**src/rtl/evt_pkg.sv**
```systemverilog
package evt_pkg;

    localparam int DATA_W  = 32;
    localparam int CNT_W   = 64;
    localparam int ADDR_W  = 12;
    localparam int ROUTE_W = 2;
    localparam int NLINES  = 1 << ROUTE_W;

    localparam logic [ADDR_W-1:0] OFS_CAPS   = 12'h000;
    localparam logic [ADDR_W-1:0] OFS_PERIOD = 12'h004;
    localparam logic [ADDR_W-1:0] OFS_GCFG   = 12'h010;
    localparam logic [ADDR_W-1:0] OFS_STAT   = 12'h020;
    localparam logic [ADDR_W-1:0] OFS_CNT_LO = 12'h0F0;
    localparam logic [ADDR_W-1:0] OFS_CNT_HI = 12'h0F4;

    localparam logic [3:0] CH_REGION  = 4'h1;
    localparam logic [2:0] SUB_CFG    = 3'd0;
    localparam logic [2:0] SUB_CMP_LO = 3'd2;
    localparam logic [2:0] SUB_CMP_HI = 3'd3;

    typedef struct packed {
        logic [ROUTE_W-1:0] route;
        logic               wide32;
        logic               setval;
        logic               periodic;
        logic               enable;
    } chan_cfg_t;

    typedef enum logic [1:0] {
        SEQ_IDLE,
        SEQ_MATCH,
        SEQ_PERIOD
    } seq_t;

    function automatic logic [DATA_W-1:0] cfg_word(input chan_cfg_t c);
        chan_cfg_t v;
        v        = c;
        v.setval = 1'b0;
        return DATA_W'(v);
    endfunction

endpackage

```
**src/rtl/evt_main_counter.sv**
```systemverilog
module evt_main_counter
    import evt_pkg::*;
(
    input  logic              clk,
    input  logic              rst,
    input  logic              run,
    input  logic              wr_lo,
    input  logic              wr_hi,
    input  logic [DATA_W-1:0] wdata,
    output logic [CNT_W-1:0]  cnt
);

    logic [CNT_W-1:0] cnt_q;

    always_ff @(posedge clk) begin
        if (rst) begin
            cnt_q <= '0;
        end else if (run) begin
            cnt_q <= cnt_q + 1'b1;
        end else begin
            if (wr_lo) cnt_q[DATA_W-1:0]     <= wdata;
            if (wr_hi) cnt_q[CNT_W-1:DATA_W] <= wdata[CNT_W-DATA_W-1:0];
        end
    end

    assign cnt = cnt_q;


    count_step_chk: assert property (@(posedge clk) disable iff (rst)
        run |=> cnt_q == $past(cnt_q) + 1'b1);


    halt_hold_chk: assert property (@(posedge clk) disable iff (rst)
        (!run && !wr_lo && !wr_hi) |=> $stable(cnt_q));

endmodule

```
**src/rtl/evt_channel.sv**
```systemverilog
module evt_channel
    import evt_pkg::*;
#(
    parameter bit PER_CAP = 1'b1
) (
    input  logic              clk,
    input  logic              rst,
    input  logic              run,
    input  logic [CNT_W-1:0]  cnt,
    input  logic              cfg_wr,
    input  logic              cmp_lo_wr,
    input  logic              cmp_hi_wr,
    input  logic [DATA_W-1:0] wdata,
    output chan_cfg_t         cfg,
    output logic [CNT_W-1:0]  cmp,
    output logic              fire
);

    logic               en_q;
    logic               per_q;
    logic               w32_q;
    logic [ROUTE_W-1:0] route_q;
    logic [CNT_W-1:0]   cmp_q;
    logic [CNT_W-1:0]   period_q;
    seq_t               seq_q;

    logic               per_req;
    logic               match;
    logic [CNT_W-1:0]   cmp_next;

    assign per_req = wdata[1] & PER_CAP;

    assign match = w32_q ? (cnt[DATA_W-1:0] == cmp_q[DATA_W-1:0])
                         : (cnt == cmp_q);
    assign fire  = run & en_q & match;

    always_comb begin
        if (w32_q) begin
            cmp_next = {cmp_q[CNT_W-1:DATA_W],
                        cmp_q[DATA_W-1:0] + period_q[DATA_W-1:0]};
        end else begin
            cmp_next = cmp_q + period_q;
        end
    end

    always_ff @(posedge clk) begin
        if (rst) begin
            en_q     <= 1'b0;
            per_q    <= 1'b0;
            w32_q    <= 1'b0;
            route_q  <= '0;
            cmp_q    <= '0;
            period_q <= '0;
            seq_q    <= SEQ_IDLE;
        end else begin
            if (cfg_wr) begin
                en_q    <= wdata[0];
                per_q   <= per_req;
                w32_q   <= wdata[3];
                route_q <= wdata[5:4];
                if (wdata[2] && per_req) seq_q <= SEQ_MATCH;
            end
            if (cmp_lo_wr) begin
                case (seq_q)
                    SEQ_PERIOD: begin
                        period_q <= CNT_W'(wdata);
                        seq_q    <= SEQ_IDLE;
                    end
                    SEQ_MATCH: begin
                        cmp_q[DATA_W-1:0] <= wdata;
                        seq_q             <= SEQ_PERIOD;
                    end
                    default: cmp_q[DATA_W-1:0] <= wdata;
                endcase
            end else if (cmp_hi_wr) begin
                cmp_q[CNT_W-1:DATA_W] <= wdata[CNT_W-DATA_W-1:0];
            end else if (fire && per_q) begin
                cmp_q <= cmp_next;
            end
        end
    end

    assign cfg = '{route: route_q, wide32: w32_q, setval: 1'b0,
                   periodic: per_q, enable: en_q};
    assign cmp = cmp_q;


    periodic_adv_chk: assert property (@(posedge clk) disable iff (rst)
        (fire && per_q && !cmp_lo_wr && !cmp_hi_wr) |=>
        cmp_q[DATA_W-1:0] == $past(cmp_q[DATA_W-1:0]) + $past(period_q[DATA_W-1:0]));


    oneshot_hold_chk: assert property (@(posedge clk) disable iff (rst)
        (fire && !per_q && !cmp_lo_wr && !cmp_hi_wr) |=> $stable(cmp_q));


    cmp_readback_chk: assert property (@(posedge clk) disable iff (rst)
        (cmp_lo_wr && seq_q != SEQ_PERIOD) |=> cmp_q[DATA_W-1:0] == $past(wdata));


    period_load_chk: assert property (@(posedge clk) disable iff (rst)
        (cmp_lo_wr && seq_q == SEQ_PERIOD) |=>
        ($stable(cmp_q) && period_q[DATA_W-1:0] == $past(wdata)));

endmodule

```
**src/rtl/evt_irq_router.sv**
```systemverilog
module evt_irq_router
    import evt_pkg::*;
#(
    parameter int NCH = 3
) (
    input  logic [NCH-1:0]         status,
    input  logic [NCH*ROUTE_W-1:0] route_flat,
    input  logic                   legacy,
    output logic [NLINES-1:0]      lines,
    output logic                   tick,
    output logic                   rtc
);

    always_comb begin
        lines = '0;
        for (int l = 0; l < NLINES; l++) begin
            for (int c = 0; c < NCH; c++) begin
                if (!(legacy && c < 2) &&
                    route_flat[c*ROUTE_W +: ROUTE_W] == ROUTE_W'(l)) begin
                    lines[l] = lines[l] | status[c];
                end
            end
        end
    end

    generate
        if (NCH >= 2) begin : g_legacy
            assign tick = legacy & status[0];
            assign rtc  = legacy & status[1];
        end else begin : g_no_legacy
            assign tick = 1'b0;
            assign rtc  = 1'b0;
        end
    endgenerate

endmodule

```
**src/rtl/evt_timer_core.sv**
```systemverilog
module evt_timer_core
    import evt_pkg::*;
#(
    parameter int          NCH          = 3,
    parameter logic [31:0] PERIOD_FS    = 32'd69841279,
    parameter bit          LEG_CAP      = 1'b1,
    parameter logic [31:0] PER_CAP_MASK = 32'hFFFF_FFFD
) (
    input  logic              clk,
    input  logic              rst,
    input  logic              bus_wr,
    input  logic [ADDR_W-1:0] bus_addr,
    input  logic [DATA_W-1:0] bus_wdata,
    output logic [DATA_W-1:0] bus_rdata,
    output logic [NLINES-1:0] irq_lines,
    output logic              tick_irq,
    output logic              rtc_irq
);

    localparam bit LEG_OK = LEG_CAP && (NCH >= 2);
    localparam logic [DATA_W-1:0] CAPS_WORD =
        {23'b0, LEG_OK, 3'b0, 5'(NCH - 1)};

    logic             run_q;
    logic             legacy_q;
    logic [NCH-1:0]   status_q;
    logic [CNT_W-1:0] cnt;

    logic             in_ch;
    logic [2:0]       ch_idx;
    logic [2:0]       sub;
    logic             gcfg_wr;
    logic             stat_wr;

    chan_cfg_t            cfg_arr [NCH];
    logic [CNT_W-1:0]     cmp_arr [NCH];
    logic [NCH-1:0]       fire;
    logic [NCH*ROUTE_W-1:0] route_flat;

    assign in_ch   = bus_addr[11:8] == CH_REGION;
    assign ch_idx  = bus_addr[7:5];
    assign sub     = bus_addr[4:2];
    assign gcfg_wr = bus_wr && bus_addr == OFS_GCFG;
    assign stat_wr = bus_wr && bus_addr == OFS_STAT;

    evt_main_counter u_cnt (
        .clk   (clk),
        .rst   (rst),
        .run   (run_q),
        .wr_lo (bus_wr && bus_addr == OFS_CNT_LO),
        .wr_hi (bus_wr && bus_addr == OFS_CNT_HI),
        .wdata (bus_wdata),
        .cnt   (cnt)
    );

    generate
        for (genvar c = 0; c < NCH; c++) begin : g_ch
            logic sel;
            assign sel = bus_wr && in_ch && ch_idx == 3'(c);

            evt_channel #(.PER_CAP(PER_CAP_MASK[c])) u_ch (
                .clk       (clk),
                .rst       (rst),
                .run       (run_q),
                .cnt       (cnt),
                .cfg_wr    (sel && sub == SUB_CFG),
                .cmp_lo_wr (sel && sub == SUB_CMP_LO),
                .cmp_hi_wr (sel && sub == SUB_CMP_HI),
                .wdata     (bus_wdata),
                .cfg       (cfg_arr[c]),
                .cmp       (cmp_arr[c]),
                .fire      (fire[c])
            );

            assign route_flat[c*ROUTE_W +: ROUTE_W] = cfg_arr[c].route;
        end
    endgenerate

    always_ff @(posedge clk) begin
        if (rst) begin
            run_q    <= 1'b0;
            legacy_q <= 1'b0;
            status_q <= '0;
        end else begin
            if (gcfg_wr) begin
                run_q    <= bus_wdata[0];
                legacy_q <= LEG_OK & bus_wdata[1];
            end
            for (int c = 0; c < NCH; c++) begin
                status_q[c] <= fire[c] | (status_q[c] & ~(stat_wr & bus_wdata[c]));
            end
        end
    end

    always_comb begin
        bus_rdata = '0;
        if (in_ch) begin
            for (int c = 0; c < NCH; c++) begin
                if (ch_idx == 3'(c)) begin
                    case (sub)
                        SUB_CFG:    bus_rdata = cfg_word(cfg_arr[c]);
                        SUB_CMP_LO: bus_rdata = cmp_arr[c][DATA_W-1:0];
                        SUB_CMP_HI: bus_rdata = cmp_arr[c][CNT_W-1:DATA_W];
                        default:    bus_rdata = '0;
                    endcase
                end
            end
        end else begin
            case (bus_addr)
                OFS_CAPS:   bus_rdata = CAPS_WORD;
                OFS_PERIOD: bus_rdata = PERIOD_FS;
                OFS_GCFG:   bus_rdata = {30'b0, legacy_q, run_q};
                OFS_STAT:   bus_rdata = DATA_W'(status_q);
                OFS_CNT_LO: bus_rdata = cnt[DATA_W-1:0];
                OFS_CNT_HI: bus_rdata = cnt[CNT_W-1:DATA_W];
                default:    bus_rdata = '0;
            endcase
        end
    end

    evt_irq_router #(.NCH(NCH)) u_route (
        .status     (status_q),
        .route_flat (route_flat),
        .legacy     (legacy_q),
        .lines      (irq_lines),
        .tick       (tick_irq),
        .rtc        (rtc_irq)
    );


    status_capture_chk: assert property (@(posedge clk) disable iff (rst)
        (fire != '0) |=> (status_q & $past(fire)) == $past(fire));


    legacy_quiet_chk: assert property (@(posedge clk) disable iff (rst)
        !legacy_q |-> (!tick_irq && !rtc_irq));

endmodule

```
**config.mk**
```make
export PLATFORM = sky130hd
export DESIGN_NAME = evt_timer_core
export DESIGN_NICKNAME = d
export VERILOG_FILES = /design/src/rtl/evt_pkg.sv /design/src/rtl/evt_main_counter.sv /design/src/rtl/evt_channel.sv /design/src/rtl/evt_irq_router.sv /design/src/rtl/evt_timer_core.sv
export SDC_FILE = /design/constraint.sdc
export NUM_CORES = 1
export LEC_CHECK = 0
export ABC_AREA = 0
export BUFFER_PORTS_ARGS = -buffer_cell sky130_fd_sc_hd__buf_2
export CAP_MARGIN = 5
export CORE_ASPECT_RATIO = 0.9
export CORE_MARGIN = 2
export CORE_UTILIZATION = 30
export CTS_CLUSTER_SIZE = 20
export DETAILED_ROUTE_END_ITERATION = 12
export PLACE_DENSITY_LB_ADDON = 0.3
export RECOVER_POWER = 25
export SLEW_MARGIN = 20
export SYNTH_ARGS = -nofsm -noshare
export SYNTH_HDL_FRONTEND = slang
export SYNTH_SLANG_ARGS = --single-unit
```
**constraint.sdc**
```tcl
create_clock -name clk -period 6 [get_ports clk]
set_clock_uncertainty 0.05 [all_clocks]
set_input_delay 0 -clock clk [delete_from_list [all_inputs] [get_ports clk]]
set_output_delay 0 -clock clk [all_outputs]
set_load 0.02 [all_outputs]
```
**After elaboration in Yosys (flattened, before gate mapping)**

Cells that the tools add are included.

- Eq/ne operators: 40
- Bitwise operators: 31
- Divide/modulo/power cells: 0
- Add/sub/neg operators: 5
- $mul: 0
- $lt $le $gt $ge: 0
- Multiplexer cells: 50
- Reductions and logical operators: 51
- Shift operators: 0

Operator list:

| cell | number |
|---|---|
| two-way mux 32 bit | 17 |
| two-way mux 64 bit | 5 |
| one-hot mux 32 bit (3 select lines) | 3 |
| equality test 64 bit | 3 |
| one-hot mux 32 bit (6 select lines) | 1 |
| adder 64 x 32 -> 64 bit | 2 |
| equality test 32 bit | 3 |
| adder 32 bit | 2 |
| adder 64 x 1 -> 64 bit (second input constant) | 1 |
| logical AND 1 bit | 28 |
| equality test 12 x 8 -> 1 bit (second input constant) | 2 |
| equality test 2 bit (second input constant) | 9 |
| AND reduction 3 bit | 6 |
| two-way mux 1 bit | 15 |
| bitwise AND 1 bit | 14 |
| nonzero test 2 bit | 7 |
| equality test 12 x 3 -> 1 bit (second input constant) | 1 |
| equality test 12 x 5 -> 1 bit (second input constant) | 1 |
| equality test 12 x 6 -> 1 bit (second input constant) | 1 |
| equality test 2 x 1 -> 1 bit (second input constant) | 6 |
| zero test 12 bit | 1 |
| two-way mux 2 bit | 6 |
| inequality test 2 x 1 -> 1 bit (second input constant) | 6 |
| one-hot mux 2 bit (2 select lines) | 3 |
| other kinds (10) | 34 |

- Bits in read-only memories: 0
- Output and inout bits: 38
- Input port bits: 47
- Register bits after elaboration: 345
- Bits in writable memories: 0
- Bits in latches: 0
- Logic and storage cells: 204
- Memories: 0

**Depth between registers and ports, before layout**

Gate-level depths: netlist (run 1).

- Depth after elaboration: 7
- Gate-level depth with buffers: 13

**Modules after synthesis**

From an unflattened synthesis (run 1), not the netlist that was laid out.

- Cells, all modules: 3312
- Area total of the unflattened synthesis: 25553.3 µm²

Modules (own cells, without submodules):

| module | seq. area each (µm²) | area each (µm²) | cells an instance | times used |
|---|---|---|---|---|
| evt_channel at g_ch[0].u_ch ... | 2062.0 | 7601.0 | 1007 | 2 |
| evt_main_counter | 1281.2 | 4041.4 | 543 | 1 |
| evt_channel at g_ch[1].u_ch | 1361.3 | 3104.2 | 350 | 1 |
| evt_timer_core | 100.1 | 3079.2 | 388 | 1 |
| evt_irq_router | 0.0 | 126.4 | 17 | 1 |

**Least setup slack after synthesis (run 1)**

Ideal clock, no wire load.

- Path type: register to register
- Start: reg g_ch[2].u_ch.cmp_q[0]
- End: reg g_ch[2].u_ch.cmp_q[54]
- Cell stages (with the launch flop): 13
- Buffers on the path: 0
- Data arrival time: 3.399 ns
- Required time: 5.825 ns
- Library setup time: 0.125 ns
- Clock period less this slack: 3.574 ns
- Setup slack: 2.426 ns
- Path through: dfxtp_1 ha_1 inv_1 fa_1 nor2b_1 o2111ai_1 a211oi_1 nor4_1 or4_1 a2111oi_0 a41oi_1 o21ai_0 nand3_1

- Cells in the longest elaborated chain, start to end: 6
- Elaborated cells on any way between the ends: 11
- Classes of those cells: add/sub: 1; eq/ne: 2; mux: 4; bitwise: 1; reduce/logical: 3

Ends and longest elaborated chain:

| what | RTL line | source |
|---|---|---|
| start, declared | evt_channel.sv:23 | `logic [CNT_W-1:0] cmp_q;` |
| start signal, assigned by index | evt_channel.sv:70 | `cmp_q[DATA_W-1:0] <= wdata;` |
| start signal, assigned by index | evt_channel.sv:73 | `default: cmp_q[DATA_W-1:0] <= wdata;` |
| start signal, assigned by index | evt_channel.sv:76 | `cmp_q[CNT_W-1:DATA_W] <= wdata[CNT_W-DATA_W-1:0];` |
| branches (longest 6 deep; another with adder 64 x 32 -> 64 bit) | n/a |  |

Parallel ways; which one is timed is not known. The select of a mux whose other input is x is not followed.
A chain may end at the register's enable or synchronous reset.

**Worst setup path after layout (run 1)**

- Start: in bus_addr[8]
- End: reg u_cnt.cnt_q[15], in the netlist u_cnt.cnt[15]

- Cells in the longest elaborated chain, start to end: 3

Ends and longest elaborated chain:

| what | RTL line | source |
|---|---|---|
| start, declared | evt_timer_core.sv:12 | `input logic [ADDR_W-1:0] bus_addr,` |
| equality test 12 x 8 -> 1 bit | evt_timer_core.sv:50 | `.wr_lo (bus_wr && bus_addr == OFS_CNT_LO),` |
| logical AND 1 bit | evt_timer_core.sv:50 |  |
| nonzero test 2 bit (no source line) | n/a |  |
| end signal, assigned | evt_main_counter.sv:19 | `cnt_q <= cnt_q + 1'b1;` |
| end signal, assigned by index | evt_main_counter.sv:21 | `if (wr_lo) cnt_q[DATA_W-1:0] <= wdata;` |
| end signal, assigned by index | evt_main_counter.sv:22 | `if (wr_hi) cnt_q[CNT_W-1:DATA_W] <= wdata[CNT_W-DATA_W-1:0];` |
| end, declared | evt_main_counter.sv:13 | `logic [CNT_W-1:0] cnt_q;` |

Every way passes these cells.

==> results of run 1 <==
## flip-flops by register name (all words and copies together) (netlist names)
signal              count
status_q                3
g_ch.u_ch.per_q         2
u_cnt.cnt              64
g_ch.u_ch.route_q       6
run_q                   1
legacy_q                1
g_ch.u_ch.cmp         192
g_ch.u_ch.seq_q         4
g_ch.u_ch.en_q          3
g_ch.u_ch.period_q     64
g_ch.u_ch.w32_q         3
## logic make-up after synthesis
group | after synthesis | synth area share
fa+ha+maj | 71 | 0.03710
flops | 343 | 0.2820
simple gates | 1214 | 0.2341
buf+inv | 376 | 0.05874
mux | 28 | 0.01187
compound gates | 971 | 0.2676
xor+xnor | 301 | 0.1086
## worst reg2reg max path: stages (launching register included)
cell      delay, ns
dfxtp_1        0.40
ha_1           0.20
inv_1          0.06
fa_1           0.37
nor2b_1        0.22
o21bai_1       0.11
a211oi_1       0.54
o211ai_1       0.22
a32oi_1        0.56
and2_0         0.74
nand4_1        0.23
or3_1          0.36
a31oi_1        0.17
## layout by cell type, fill, tap and decap left out, types with 10 or more instances in the layout
cell / n
o211ai_1: 24
clkbuf_8: 10
o21ai_0: 113
buf_2: 78
and3_1: 62
a222oi_1: 24
nand4_1: 61
xnor2_1: 103
a32oi_1: 13
xor2_1: 197
clkbuf_1: 20
a211oi_1: 106
o21a_1: 20
a311oi_1: 16
dfxtp_1: 342
mux2i_1: 20
nand2_1: 497
nor2_1: 234
a221oi_1: 70
nor2b_1: 14
a221o_1: 19
or3_1: 24
or2_2: 10
dlygate4sd3_1: 42
nor3_1: 55
clkbuf_16: 46
nand3_1: 104
o22a_1: 26
and2_1: 11
nor4_1: 62
a22oi_1: 66
o31ai_1: 15
a21oi_1: 304
ha_1: 69
buf_4: 36
inv_1: 44
a21o_1: 34
and4_1: 15
a31oi_1: 46
## power by group
part / internal [uW] / switching (uW)
combinational: 67.3 / 224
sequential: 2280 / 7.50
clock: 1690 / 1140
## area by class of cell
cell class              instances  area [um^2]
fillers                      8594        53620
multi-input cells            2585        16120
flip-flops and latches        343         6870
well taps                    1060         1326
clock buffers                  63         1315
repair buffers                170         1145
clock inverters                17        198.9
inverters                      45        168.9
## per-layer routing
| layer | vias to the layer above | GRT usage | wire (um) |
|---|---|---|---|
| met1 | 12513 | 0.3802 | 49880 |
| met2 | 1620 | 0.3522 | 43290 |
| met3 | 226 | 0.07706 | 14620 |
| li1 | 11774 | - | - |
| met5 | - | 0 | 66 |
| met4 | 10 | 0.08585 | 3982 |
## timing repair
| action | 4_1_cts | 5_1_grt |
|---|---|---|
| hold buffers | 42 | 0 |
| endpoints found under the hold margin | 296 | 0 |
| buffers inserted | 0 | 0 |
## stage by stage
step	total power (uW)	cells	instance area, um^2	hold slack (ns)
3_5_place_dp	2597	4161	25260	0.3826
4_1_cts	5435	4283	27190	0.1436
3_3_place_gp	2597	4161	25260	0.3789
6_report	5416	4283	27140	0.1687
5_1_grt	5533	4283	27140	0.2014
2_1_floorplan	2472	3304	24350	0.1218
## worst paths after layout
kind                              end                      from  slack, ns  cells after the start
max                     u_cnt.cnt[15]               bus_addr[8]       1.21                     12
min           g_ch[2].u_ch.route_q[0]               bus_addr[3]       0.17                      5
min reg2reg  g_ch[0].u_ch.period_q[0]  g_ch[0].u_ch.period_q[0]       0.41                      2
max reg2reg      g_ch[0].u_ch.cmp[60]       g_ch[0].u_ch.cmp[0]       1.70                     12
==> flow_summary.yaml, run 1 <==
timing:
  max_freq_mhz: 208.7
  tightest_slew_ns: 2.031
  slew_violations: 137
  post-route-worst-setup-slack_ns: 1.209
  fin_crit_ns: 4.791
  setup_viol: 0
  slew_headroom: -0.3540
  rsz0062_at_grt: "no"
  fin_crit_sh: 0.7985
  fin_tns_setup_ns: 0
  hold_viol: 0
clocking:
  cts_tree: "yes"
  cts_repair_resize_count: 0
  clk_pin_slew_ns: 0.06
  clk_path_buf_depth: 3
  clkLatencyLatePin_ns: 0.60
  numCtsBuffers: 44
  h-tree-depth: 2
  clock-root-buffer: "clkbuf_16"
  clock-sinks: 343
logic_synthesis:
  synth_fp_nets: 3422
  syn_avg_cell_area_um2: 7.369
  synth_most_common_cell: "nand2_1"
  synth_top_area_share: 0.2820
  yosysUniqueCellTypes: 84
  syn_inst: 3304
  yosys-top-cells-count: "497 x nand2_1, 343 x dfxtp_1, 311 x clkbuf_1, 304 x a21oi_1, 235 x nor2_1"
  synth-edff-count: 0
  synthArstFlopShare: 0
  synth_area_um2: 24350
  seq_area_frac_synth: 0.2820
  synth_top_flop_cell: "dfxtp_1"
  ys_ff_latch: 343
  synth_largest_area_cell: "dfxtp_1"
  synthTopCellsByArea: "dfxtp_1 28%, nand2_1 7.7%, xor2_1 7.1%"
  yosysWarnings: 0
setup_path:
  crit_slowest_cell: "clkbuf_1"
  worstPathCellList: "dlygate4sd3_1 > buf_2 > nor3_1 > dlygate4sd3_1 > nand2_1 > or2_2 > nor3_1 > clkbuf_1 > a21oi_1 > clkbuf_1 > a222oi_1 > nor2_1"
  crit_path_end_kind: "flip-flop"
  critical_path.max_fanout: 35
  arrival_ns: 5.18
  cp-start-kind: "input pin"
  cp_num_buf_inv: 5
  critPathRequiredTime_ns: 6.38
  path_class: "in -> reg"
  slowest_delay_ns: 1.49
  path_delay_family: "buffers and inverters"
power_and_ir_drop:
  power_density_nw_per_um2: 199.6
  vdd_ir_drop_max_uv: 183.8
  power_leakage_uw: 0.01016
global_route:
  grt_pass1_wl_um: 163400
  grt_use_total: 0.2584
  grt_pass1_vias: 23428
  antenna_found_initial: 6
  grt-ovfl-total: 0
  grt_max_degree: 94
floorplan:
  die_x_um: 304.3
  dieArea_um2: 83460
  start_util: 0.3015
  row_count: 99
  die_h_um: 274.3
  design.portCount: 85
  core_um2: 80760
route:
  dr.pass1.iters: 7
  wl_per_cell_um: 26.11
  ant_nets: 0
  drt-initial-drc-count: 3582
  via_count: 26143
  drc: 0
  wirelength_um: 111800
  viasPerCell: 6.104
final_layout:
  antenna_cells: 0
  drive_above_1_share: 0.07167
  nets: 3307
  post-route-util: 0.3360
  area_growth_pct: 11.46
place:
  dp_hpwl_um: 80010
  portBuffers: 84
  globalplace.congestion: 1.015
  place_ws_ns: 1.789
run:
  drv_cap: 4
outcome:
  status: "complete, but fails checks"
  violations: "max-capacitance violations, max-slew violations"
min_path:
  hold_path_class: "in -> reg"
No activity file was read; power rests on OpenSTA's default activity.
==> run 2: changes to the inputs <==
--- a/config.mk
+++ b/config.mk
@@ -5,7 +5,7 @@
 export SDC_FILE = /design/constraint.sdc
 export NUM_CORES = 1
 export LEC_CHECK = 0
-export ABC_AREA = 0
+export ABC_AREA = 1
 export BUFFER_PORTS_ARGS = -buffer_cell sky130_fd_sc_hd__buf_2
 export CAP_MARGIN = 5
 export CORE_ASPECT_RATIO = 0.9
==> constraint.sdc (replaced) <==
create_clock -name clk -period 3.9 [get_ports clk]
set_clock_uncertainty 0.05 [all_clocks]
set_input_delay 0 -clock clk [delete_from_list [all_inputs] [get_ports clk]]
set_output_delay 0 -clock clk [all_outputs]
set_load 0.02 [all_outputs]
==> run 2 against run 1 <==
  * The run still ends with max-capacitance violations, max-slew violations left
  * Critical endpoint is now bus_rdata[30]
  * Sequential power up 53%
  * Highest routed layer unchanged
  * Wire length rose by 79%
  * Final area increased by 26%
  * Total power is 70% higher
  * Die area is 22% higher
  * Hold slack got worse by 0.081 ns
  * Final cell count rose by 59%
  * Synthesized cell count is 63% higher
  * Clock power up 82%
  * Non-clock buffer count grew 87
==> flow_summary.yaml, run 2 <==
final_layout:
  fill_cells: 11311
  fin_cells: 6800
  multiInputGateArea_um2: 19360
  largest_reg_flops: 192
  nets: 5543
  final-seq-area_um2: 6868
  stdcell_area_um2: 34130
  layout_common_cells: "1,815 x nand2_1, 702 x nor2_1, 621 x inv_1"
  area_growth_pct: 14.23
  drive_above_1_share: 0.06518
  layout_commonest_cell: "nand2_1"
route:
  drt-initial-drc-count: 5372
  wirelength_um: 200400
  drc: 0
  via_count: 38003
  ant_nets: 0
  viasPerCell: 5.589
  dr.pass1.iters: 6
  wl_per_cell_um: 29.47
timing:
  fin_crit_ns: 3.588
  max_freq_mhz: 278.7
  setup_viol: 0
  post-route-worst-setup-slack_ns: 0.3120
  tightest_slew_ns: 1.630
  rsz0062_at_grt: "no"
  slew_headroom: -0.08659
  slew_violations: 58
  fin_crit_sh: 0.9200
  fin_tns_setup_ns: 0
  hold_viol: 0
global_route:
  grt_pass1_vias: 33866
  grt_pass1_wl_um: 272800
  met2_usage: 0.5542
  grt_use_total: 0.3827
  gr-max-usage-layer: "met2"
  antenna_found_initial: 15
  grt.met1_usage: 0.5237
  met3_usage: 0.09488
  grt-ovfl-total: 0
  grt_max_degree: 106
clocking:
  clkLatencyLatePin_ns: 0.68
  clk_pin_slew_ns: 0.06
  cts_tree: "yes"
  clock-sinks: 343
  numCtsBuffers: 49
  clock-root-buffer: "clkbuf_16"
  clk_path_buf_depth: 3
  h-tree-depth: 2
  cts_repair_resize_count: 0
logic_synthesis:
  synth_largest_area_cell: "dfxtp_1"
  synth-edff-count: 0
  yosys-top-cells-count: "1,817 x nand2_1, 699 x nor2_1, 617 x inv_1, 346 x a21oi_1, 343 x dfxtp_1"
  yosysWarnings: 0
  synthTopCellsByArea: "dfxtp_1 23%, nand2_1 23%, nor2_1 8.8%"
  syn_avg_cell_area_um2: 5.558
  yosysUniqueCellTypes: 52
  syn_inst: 5376
  synth_fp_nets: 5494
  synthArstFlopShare: 0
  synth_top_flop_cell: "dfxtp_1"
  synth_most_common_cell: "nand2_1"
  ys_ff_latch: 343
  synth_area_um2: 29880
  seq_area_frac_synth: 0.2298
  synth_top_area_share: 0.2298
power_and_ir_drop:
  power.total_uw: 9197
  power_density_nw_per_um2: 269.4
  power_leakage_uw: 0.01575
  vdd_ir_drop_max_uv: 296.2
floorplan:
  core_um2: 98470
  die_h_um: 303.4
  design.portCount: 85
  die_x_um: 336.7
  start_util: 0.3035
  dieArea_um2: 102100
  row_count: 109
outcome:
  status: "complete, but fails checks"
  violations: "max-capacitance violations, max-slew violations"
setup_path:
  path_class: "in -> out"
  critical_path.max_fanout: 25
  arrival_ns: 3.54
  cp-start-kind: "input pin"
  crit_path_end_kind: "output port"
  critPathRequiredTime_ns: 3.85
run:
  drv_cap: 1
place:
  place_ws_ns: 0.8248
  postPlaceCellArea_um2: 31990
  place.detailed.instances: 6666
  globalplace.congestion: 1.090
  portBuffers: 84
  dp_hpwl_um: 155200
min_path:
  hold_path_class: "in -> reg"
==> run 2: cell count changes after synthesis, sizes merged, moves of 99 or more <==
cell,previous run,this run
a211oi,106,7
nor2,236,708
o21ai,115,220
inv,44,654
xor2,198,79
nand3,104,337
buf,19,141
clkbuf,312,118
nand2,498,1826
==> run 2: metrics by stage <==
stage,util,hold WS (ns)
detailed placement,0.3249,0.3549
global route,0.3465,0.1382
global placement,0.3249,0.3498
CTS,0.3470,0.03470
floorplan,-,0.09382
finish,0.3467,0.08780
==> run 2: cell type report <==
cell class,instances,area share
diodes,6,0.0004399
well taps,1332,0.04883
repair buffers,257,0.05781
clock inverters,28,0.01254
inverters,658,0.07250
multi-input cells,4116,0.5672
flip-flops and latches,343,0.2012
clock buffers,60,0.03948
==> run 2: power breakdown <==
part	internal (uW)	switching, uW
sequential	3500	3.39
clock	3070	2100
combinational	87.5	434
==> run 2: layer usage <==
metal / up-vias / routed length, um
met1: 17815 / 85120
met5: - / 51
li1: 17316 / -
met2: 2414 / 80850
met4: 8 / 11520
met3: 450 / 22870
==> run 2: timing repair <==
action                    in CTS  in global routing
hold endpoints to repair     172                  0
buffers inserted               0                  0
hold buffers                  40                  0
==> run 2: path summary, 6_finish.rpt <==
| path | depth (start not counted) | from | slack, ns | to |
|---|---|---|---|---|
| min | 6 | bus_addr[3] | 0.09 | g_ch[0].u_ch.per_q |
| min reg2reg | 2 | g_ch[0].u_ch.period_q[13] | 0.42 | g_ch[0].u_ch.period_q[13] |
| max | 8 | bus_addr[6] | 0.31 | bus_rdata[30] |
| max reg2reg | 16 | u_cnt.cnt[55] | 0.67 | g_ch[0].u_ch.cmp[31] |
==> run 2: cell families (layout without fill, tap and decap cells) <==
kind of cell	Yosys count	after routing	share of synthesized area
AO/OA/AOI/OAI	801	801	0.1518
adder cells (fa/ha/maj)	71	71	0.03023
AND/OR/NAND/NOR	3092	3092	0.4211
XOR/XNOR	152	152	0.04455
buffers and inverters	917	1003	0.1225
other	0	6	0
flip-flops	343	343	0.2298
==> run 2: critical path, stage by stage <==
cell and delay (ns):
dlygate4sd3_1 0.53, clkbuf_1 0.26, nor2_1 0.14, inv_1 0.91, o21ai_0 0.30, o21ai_0 0.56, o221ai_1 0.49, buf_2 0.30
